<file path="config.mk">
export PLATFORM = sky130hd
export DESIGN_NAME = lock_wdt
export DESIGN_NICKNAME = d
export VERILOG_FILES = /design/src/rtl/lock_wdt_pkg.sv /design/src/rtl/lock_wdt_regs.sv /design/src/rtl/lock_wdt_count.sv /design/src/rtl/lock_wdt_expiry.sv /design/src/rtl/lock_wdt.sv
export SDC_FILE = /design/constraint.sdc
export NUM_CORES = 1
export LEC_CHECK = 0
export ABC_CLOCK_PERIOD_IN_PS = 4200
export CELL_PAD_IN_SITES_DETAIL_PLACEMENT = 1
export CELL_PAD_IN_SITES_GLOBAL_PLACEMENT = 1
export CORE_MARGIN = 3
export CORE_UTILIZATION = 48
export DETAILED_ROUTE_END_ITERATION = 12
export DONT_BUFFER_PORTS = 1
export PLACE_DENSITY = 0.8
export SETUP_SLACK_MARGIN = 0.3
export SYNTH_ARGS = -nofsm -noshare
export SYNTH_HDL_FRONTEND = slang
export SYNTH_SLANG_ARGS = --single-unit
</file>
<file path="constraint.sdc">
create_clock -name clk_i -period 4.2 [get_ports clk_i]
set_clock_uncertainty 0.2 [all_clocks]
set_input_delay 0.84 -clock clk_i [delete_from_list [all_inputs] [get_ports clk_i]]
set_output_delay 0.84 -clock clk_i [all_outputs]
set_load 0.01 [all_outputs]
</file>
<file path="src/rtl/lock_wdt_pkg.sv">
package lock_wdt_pkg;
  localparam int unsigned OFF_LOAD  = 32'h000;
  localparam int unsigned OFF_CUR   = 32'h004;
  localparam int unsigned OFF_CTRL  = 32'h008;
  localparam int unsigned OFF_CLR   = 32'h00C;
  localparam int unsigned OFF_RAW   = 32'h010;
  localparam int unsigned OFF_MASK  = 32'h014;
  localparam int unsigned OFF_LOCK  = 32'hC00;

  typedef struct packed {
    logic rst_en;
    logic run_en;
  } ctrl_t;
endpackage

</file>
<file path="src/rtl/lock_wdt_regs.sv">
module lock_wdt_regs
  import lock_wdt_pkg::*;
#(
  parameter int unsigned        DATA_W    = 32,
  parameter int unsigned        ADDR_W    = 12,
  parameter logic [DATA_W-1:0]  KEY       = 32'h1ACCE551,
  parameter logic [DATA_W-1:0]  LOAD_INIT = '1
) (
  input  logic              clk_i,
  input  logic              rst_ni,
  input  logic              wr_en_i,
  input  logic              rd_en_i,
  input  logic [ADDR_W-1:0] addr_i,
  input  logic [DATA_W-1:0] wdata_i,
  input  logic [DATA_W-1:0] cnt_i,
  input  logic              raw_i,
  output ctrl_t             ctrl_o,
  output logic [DATA_W-1:0] reload_val_o,
  output logic              reload_o,
  output logic              clr_o,
  output logic [DATA_W-1:0] rdata_o
);
  localparam int unsigned PAD_W = DATA_W - 2;

  logic              locked_q;
  logic [DATA_W-1:0] load_q;
  ctrl_t             ctrl_q;

  logic sel_load, sel_cur, sel_ctrl, sel_clr, sel_raw, sel_mask, sel_lock;
  logic wr_ok, load_wr, ctrl_wr, start;

  assign sel_load = addr_i == ADDR_W'(OFF_LOAD);
  assign sel_cur  = addr_i == ADDR_W'(OFF_CUR);
  assign sel_ctrl = addr_i == ADDR_W'(OFF_CTRL);
  assign sel_clr  = addr_i == ADDR_W'(OFF_CLR);
  assign sel_raw  = addr_i == ADDR_W'(OFF_RAW);
  assign sel_mask = addr_i == ADDR_W'(OFF_MASK);
  assign sel_lock = addr_i == ADDR_W'(OFF_LOCK);

  assign wr_ok   = wr_en_i && !locked_q;
  assign load_wr = wr_ok && sel_load;
  assign ctrl_wr = wr_ok && sel_ctrl;
  assign clr_o   = wr_ok && sel_clr;
  // only a 0->1 edge of the run bit restarts from the load value
  assign start   = ctrl_wr && wdata_i[0] && !ctrl_q.run_en;

  always_ff @(posedge clk_i or negedge rst_ni) begin
    if (!rst_ni) begin
      locked_q <= 1'b0;
      load_q   <= LOAD_INIT;
      ctrl_q   <= '0;
    end else begin
      if (wr_en_i && sel_lock) locked_q <= (wdata_i != KEY);
      if (load_wr)             load_q   <= wdata_i;
      if (ctrl_wr)             ctrl_q   <= ctrl_t'(wdata_i[1:0]);
    end
  end

  assign ctrl_o       = ctrl_q;
  assign reload_o     = load_wr || clr_o || start;
  assign reload_val_o = load_wr ? wdata_i : load_q;

  always_comb begin
    rdata_o = '0;
    if (rd_en_i) begin
      unique case (1'b1)
        sel_load: rdata_o = load_q;
        sel_cur:  rdata_o = cnt_i;
        sel_ctrl: rdata_o = {{PAD_W{1'b0}}, ctrl_q.rst_en, ctrl_q.run_en};
        sel_raw:  rdata_o = {{(DATA_W-1){1'b0}}, raw_i};
        sel_mask: rdata_o = {{(DATA_W-1){1'b0}}, raw_i && ctrl_q.run_en};
        sel_lock: rdata_o = {{(DATA_W-1){1'b0}}, locked_q};
        default:  rdata_o = '0;
      endcase
    end
  end

  p_lock_open_r2: assert property (@(posedge clk_i) disable iff (!rst_ni)
    (wr_en_i && sel_lock && wdata_i == KEY) |=> !locked_q);
  p_lock_close_r2: assert property (@(posedge clk_i) disable iff (!rst_ni)
    (wr_en_i && sel_lock && wdata_i != KEY) |=> locked_q);
  p_locked_load_r3: assert property (@(posedge clk_i) disable iff (!rst_ni)
    (locked_q && wr_en_i && sel_load) |=> $stable(load_q));
  p_locked_ctrl_r3: assert property (@(posedge clk_i) disable iff (!rst_ni)
    (locked_q && wr_en_i && sel_ctrl) |=> $stable(ctrl_q));
endmodule

</file>
<file path="src/rtl/lock_wdt_count.sv">
module lock_wdt_count #(
  parameter int unsigned       DATA_W    = 32,
  parameter logic [DATA_W-1:0] LOAD_INIT = '1
) (
  input  logic              clk_i,
  input  logic              rst_ni,
  input  logic              en_i,
  input  logic              reload_i,
  input  logic [DATA_W-1:0] reload_val_i,
  output logic [DATA_W-1:0] cnt_o,
  output logic              expire_o
);
  localparam logic [DATA_W-1:0] ONE = DATA_W'(1);

  logic [DATA_W-1:0] cnt_q, eff_val;

  // zero period is promoted to one tick
  assign eff_val  = (reload_val_i == '0) ? ONE : reload_val_i;
  assign expire_o = en_i && !reload_i && (cnt_q <= ONE);

  always_ff @(posedge clk_i or negedge rst_ni) begin
    if (!rst_ni)          cnt_q <= LOAD_INIT;
    else if (reload_i)    cnt_q <= eff_val;
    else if (en_i) begin
      if (cnt_q <= ONE)   cnt_q <= eff_val;
      else                cnt_q <= cnt_q - ONE;
    end
  end

  assign cnt_o = cnt_q;

  p_step_r4: assert property (@(posedge clk_i) disable iff (!rst_ni)
    (en_i && !reload_i && cnt_q > ONE) |=> cnt_q == $past(cnt_q) - ONE);
  p_hold_r4: assert property (@(posedge clk_i) disable iff (!rst_ni)
    (!en_i && !reload_i) |=> $stable(cnt_q));
  p_wrap_r5: assert property (@(posedge clk_i) disable iff (!rst_ni)
    (en_i && !reload_i && cnt_q <= ONE) |=> cnt_q == $past(eff_val));
  p_nonzero_r10: assert property (@(posedge clk_i) disable iff (!rst_ni)
    reload_i |=> cnt_q != '0);
endmodule

</file>
<file path="src/rtl/lock_wdt_expiry.sv">
module lock_wdt_expiry (
  input  logic clk_i,
  input  logic rst_ni,
  input  logic expire_i,
  input  logic clr_i,
  input  logic rst_en_i,
  output logic raw_o,
  output logic rst_req_o
);
  logic raw_q, rst_req_q;

  always_ff @(posedge clk_i or negedge rst_ni) begin
    if (!rst_ni) begin
      raw_q     <= 1'b0;
      rst_req_q <= 1'b0;
    end else begin
      if (clr_i)         raw_q <= 1'b0;
      else if (expire_i) raw_q <= 1'b1;
      // second expiry with the interrupt still pending
      if (expire_i && raw_q && rst_en_i && !clr_i) rst_req_q <= 1'b1;
    end
  end

  assign raw_o     = raw_q;
  assign rst_req_o = rst_req_q;

  p_clear_r7: assert property (@(posedge clk_i) disable iff (!rst_ni)
    clr_i |=> !raw_q);
  p_sticky_r8: assert property (@(posedge clk_i) disable iff (!rst_ni)
    rst_req_q |=> rst_req_q);
  p_cause_r8: assert property (@(posedge clk_i) disable iff (!rst_ni)
    $rose(rst_req_q) |-> $past(raw_q && expire_i && rst_en_i));
  p_set_r5: assert property (@(posedge clk_i) disable iff (!rst_ni)
    (expire_i && !clr_i) |=> raw_q);
endmodule

</file>
<file path="src/rtl/lock_wdt.sv">
module lock_wdt
  import lock_wdt_pkg::*;
#(
  parameter int unsigned       DATA_W    = 32,
  parameter int unsigned       ADDR_W    = 12,
  parameter logic [DATA_W-1:0] KEY       = 32'h1ACCE551,
  parameter logic [DATA_W-1:0] LOAD_INIT = '1
) (
  input  logic              clk_i,
  input  logic              rst_ni,
  input  logic              wr_en_i,
  input  logic              rd_en_i,
  input  logic [ADDR_W-1:0] addr_i,
  input  logic [DATA_W-1:0] wdata_i,
  output logic [DATA_W-1:0] rdata_o,
  output logic              irq_o,
  output logic              rst_req_o
);
  ctrl_t             ctrl;
  logic [DATA_W-1:0] reload_val, cnt;
  logic              reload, clr, expire, raw;

  lock_wdt_regs #(
    .DATA_W(DATA_W), .ADDR_W(ADDR_W), .KEY(KEY), .LOAD_INIT(LOAD_INIT)
  ) u_regs (
    .clk_i, .rst_ni, .wr_en_i, .rd_en_i, .addr_i, .wdata_i,
    .cnt_i(cnt), .raw_i(raw), .ctrl_o(ctrl), .reload_val_o(reload_val),
    .reload_o(reload), .clr_o(clr), .rdata_o
  );

  lock_wdt_count #(.DATA_W(DATA_W), .LOAD_INIT(LOAD_INIT)) u_count (
    .clk_i, .rst_ni, .en_i(ctrl.run_en), .reload_i(reload),
    .reload_val_i(reload_val), .cnt_o(cnt), .expire_o(expire)
  );

  lock_wdt_expiry u_expiry (
    .clk_i, .rst_ni, .expire_i(expire), .clr_i(clr), .rst_en_i(ctrl.rst_en),
    .raw_o(raw), .rst_req_o
  );

  assign irq_o = raw && ctrl.run_en;

  p_irq_gate_r6: assert property (@(posedge clk_i) disable iff (!rst_ni)
    irq_o |-> raw);
endmodule

</file>
# Word-level counts from Yosys, hierarchy flattened
# Index checks and enable logic that the tools add are counted.
word_totals:
  ff_bits: 69
  latch_bits: 0
  mem_bits_rw: 0
  mem_bits_ro: 0
  memories: 0
classes:
  addsub: 1
  mul: 0
  n_div: 0
  order_cmp: 1
  eq_ne: 7
  n_shift: 0
  n_mux: 9
  n_bitwise: 0
  n_reduce_logical: 23
ops:
  columns: ["cell", "count"]
  rows:
  - ["$mux 32", 6]
  - ["$pmux 32 s6", 1]
  - ["$le 32x1->1 const B", 1]
  - ["$logic_not 32->1", 1]
  - ["$ne 32x29->1 const B", 1]
  - ["$sub 32x1->32 const B", 1]
  - ["$eq 12x4->1 const B", 2]
  - ["$eq 12x5->1 const B", 2]
  - ["$logic_and 1x1->1", 13]
  - ["$eq 12x12->1 const B", 1]
  - ["$eq 12x3->1 const B", 1]
  - ["$logic_not 12->1", 1]
  - ["$logic_not 1->1", 4]
  - ["$reduce_bool 2->1", 2]
  - ["$logic_or 1x1->1", 2]
  - ["$mux 1", 2]

# Longest topological paths before layout
logic_depth:
  word_depth: 12
  mapped_depth: 10

# Hierarchy
# Synthesis repeated with hierarchy kept, for this count alone.
hier_totals:
  hier_cells: 433
  area_unflattened_um2: 4435.5
modules_own_cells:
  columns: ["module", "n_inst", "cells_each", "area_per_inst_um2", "seq_area_each_um2"]
  rows:
  - ["lock_wdt_regs", 1, 189, 2227.1, 915.9]
  - ["lock_wdt_count", 1, 237, 2130.8, 840.8]
  - ["lock_wdt_expiry", 1, 6, 71.3, 50.0]
  - ["lock_wdt", 1, 1, 6.3, 0.0]

# Worst setup path after synthesis
# Ideal clock, no wire load.
synth_path:
  path_kind: "input -> output"
  startpoint: "input port addr_i[9]"
  endpoint: "output port rdata_o[31]"
  arrival_time_ns: 2.652
  required_ns: 3.160
  path_slack_ns: 0.508
  cell_stages: 7
  path_buffers: 1
  path_cell_list: "or4_1 -> nor3_1 -> nand2_1 -> nor3_1 -> clkbuf_1 -> a22oi_1 -> nor2_1"
synth_between:
  elab_chain_cells: 3
  elab_cells_between_ends: 8
  classes_between: "5 x eq/ne; 2 x mux; 1 x reduce/logical"
synth_rtl:
  columns: ["element", "line_no", "rtl"]
  rows:
  - ["start, declared", "lock_wdt.sv:13", "input logic [ADDR_W-1:0] addr_i,"]
  - ["$eq 12x12->1 (tied with other cells)", "lock_wdt_regs.sv:38", "assign sel_lock = addr_i == ADDR_W'(OFF_LOCK);"]
  - ["$pmux 32 s6 *", "lock_wdt_regs.sv:66", "unique case (1'b1)"]
  - ["$mux 32 *", "lock_wdt_regs.sv:65", "if (rd_en_i) begin"]
  - ["end, declared", "lock_wdt.sv:15", "output logic [DATA_W-1:0] rdata_o,"]
# Mark *: on every way between the ends. The rest lies on a longest branch, timed or not.

# Worst setup path in the final report
layout_path:
  startpoint: "input port addr_i[9]"
  endpoint: "output port rdata_o[12]"
# The elaborated chain is that of the path after synthesis.

==> impl_metrics.toml <==
[floorplanning]
die_h_um = 102
core-area_um2 = 8850
die_x_um = 102
dieArea_um2 = 10500
io_pins = 82
start_util_pct = 50.2
num_rows = 34

[clock_tree]
clock_latency_ps = 350
htree_levels = 3
clockBufferDepth = 2
cts-root-buf = "clkbuf_8"
post_cts_buffers = 0
cts-buffers-inserted = 9
clk_pin_slew_ps = 80
clock_sinks = 69
cts_tree = "done"

[yosys]
synth-xor-area-share_pct = 0
yosysMostFrequentCell = "dfstp_2"
synth_common_cells = "dfstp_2 (64), nor2_1 (54), a22oi_1 (40), mux2_2 (32), o21ai_0 (32)"
synth_cell_types = 52
synthesis.nets = 548
synth_area_um2 = 4450
seq_area_frac_synth_pct = 40.6
synth_top_area_share_pct = 37.8
synthAdderAreaFrac_pct = 0.563
yosys_warnings = 0
syn-mean-instance-area_um2 = 8.93
yosys.area.top_type = "dfstp_2"
synth_mux_area_share_pct = 10.8
synth_edf_count = 0
syn_inst = 498
synth_top_family_by_area = "simple AND/OR/NAND/NOR gates"
synth-simple-area-share_pct = 24.4
ys_ff_latch = 69
synth_area_leaders = "dfstp_2 (38%), mux2_2 (8.1%), a22oi_1 (6.8%)"
synth_flop_cell = "dfstp_2"
synth_async_sr_flop_share_pct = 100
synth-compound-area-share_pct = 18.8

[route]
drc = 0
detail_route.wl_per_cell_um = 25.2
vias_per_cell = 6.96
drt_iter0_markers = 226
detail-route-antenna-nets = 0
vias = 4202
drtPass1Iterations = 5
routed_wl_um = 15200

[critical_path]
cp-start-kind = "primary input"
crit_path_end_kind = "output pin"
r2r-end = "u_count.cnt_o[15]$_DFFE_PN1P_"
arrival_ps = 2760
cp_max_fo = 19
required_ps = 3160
startpoint = "addr_i[9]"
reg2reg_from = "u_count.cnt_o[6]$_DFFE_PN1P_"
critical_path_class = "primary input to output pin"
ff2ff_path_depth = 7
r2r_slack_ps = 670

[hold_path]
hold_path_class = "primary input to asynchronous set/reset pin"

[pwr]
ir_worst_vdd_mv = 0.154
clkPwrFrac_pct = 41.0
power.density_nw_per_um2 = 266
sw_frac_of_total_pct = 24.2
p_int_mw = 0.962
p_seq_share_pct = 54.2
power_switching_mw = 0.308
combinationalPowerShare_pct = 4.8
leakage_nw = 1.79

[timing]
finalSetupTns_ps = 0
fmax_ghz = 0.263
drv_slew = 0
finalSetupViolations = 0
finalCritPeriodShare_pct = 90.4
fin_crit_ps = 3800
max_slew_margin_pct = 32.4
hold_viol_final = 0
whs_ps = 125
worstMarginPinSlew_ps = 1010
rsz0062_at_grt = "no"

[global_route]
grt_pass1_vias = 4252
grt_overflow_total = 0
grt_pass1_wl_um = 23600
antenna_found_initial = 0
grt_max_degree = 66
track_usage_pct = 30.0

[placed_design]
hpwlAfterDp_um = 10900
gp_congestion = 0.898
port_buffers = 0

[final_layout]
layout.nets = 542
nFillCells = 1042
layout-area-overhead-vs-synth_pct = 7.21
seqCellArea_um2 = 1810
diodes = 0
drive_gt1_share_pct = 27.6
multiInputGateArea_um2 = 2460

[outcome]
outcome = "completed"

[job]
drv_cap = 0
cells by family after synthesis:
group	count (synthesis)
fa+ha+maj	2
mux	44
compound gates	128
flops	69
simple gates	205
buf+inv	50
what timing repair did:
action,4_1_cts,5_1_grt
endpoints found under the hold margin,5,0
resized for setup,1,1
hold buffers,1,0
endpoints found under the setup margin,1,1
per-layer routing:
metal / track usage, % / share of wire [%] / vias up
li1: - / - / 1894
met1: 39.9 / 43 / 2157
met2: 48.7 / 49 / 119
met3: 4.64 / 4.7 / 32
met4: 12.8 / 3.5 / 0
met5: 0 / 0 / -
cell usage in the layout (no fill, tap or decap), types with 2 or more instances in the layout:
master	instances
mux2i_1	12
nand3_1	23
o22ai_1	2
clkbuf_8	12
nor3_2	4
o21ai_1	2
a2bb2oi_1	2
dfstp_2	64
nor2_1	54
a22oi_1	40
nor4_1	30
or4_1	9
ha_1	2
nor3_1	15
and2_1	3
or4_4	2
a21oi_1	22
nand4_1	21
o211ai_1	3
dfrtp_1	5
a31oi_1	6
o21ai_0	32
mux2_2	32
nand2_1	22
clkbuf_1	2
nor2b_1	3
buf_4	16
and3_1	6
nor3b_1	2
o2bb2ai_1	6
inv_1	16
nand2b_1	2
cell type report:
class / instances / share of cell area, %
Multi-Input combinational cell: 379 / 51.5
Clock inverter: 1 / 0.105
Clock buffer: 14 / 3.62
Inverter: 16 / 1.26
Timing Repair Buffer: 17 / 2.73
Sequential cell: 69 / 37.9
Tap cell: 108 / 2.84
worst max-delay path: stages:
cell and delay, ps:
or4_1 640, nor3_2 260, and3_1 240, o21ai_2 210
buf_4 290, nor2_1 250
flip-flops by register name (all words and copies together) (netlist names):
signal,flops
u_expiry.rst_req_o,1
u_expiry.raw_o,1
u_regs.locked_q,1
u_count.cnt_o,32
u_regs.load_q,32
u_regs.ctrl_o,2
worst max path at each step:
stage | to | slack, ps | cells after the start
floorplan | rdata_o[31] | 510 | 7
global placement | rdata_o[20] | 430 | 6
detailed placement | rdata_o[12] | 290 | 6
CTS | rdata_o[12] | 410 | 5
global route | rdata_o[7] | 310 | 6
finish | rdata_o[12] | 400 | 6
power groups by stage:
| stage | Sequential (mW) | Combinational [mW] | Clock, mW |
|---|---|---|---|
| 5_1_grt | 0.690 | 0.0671 | 0.558 |
| 4_1_cts | 0.688 | 0.0593 | 0.529 |
| 3_3_place_gp | 0.698 | 0.0551 | 0 |
| 6_report | 0.689 | 0.0604 | 0.521 |
| 3_5_place_dp | 0.699 | 0.0567 | 0 |
| 2_1_floorplan | 0.693 | 0.0464 | 0 |
stage by stage:
step,worst slack (ps),power (mW),cells,cell area [um2],utilization [%]
6_report,402,1.27,604,4770,53.9
5_1_grt,314,1.32,604,4770,53.9
4_1_cts,407,1.28,604,4760,53.8
3_5_place_dp,286,0.755,588,4570,51.6
3_3_place_gp,427,0.753,588,4570,51.6
2_1_floorplan,508,0.739,498,4450,-
Note: power is estimated with default switching activity, not from simulation.
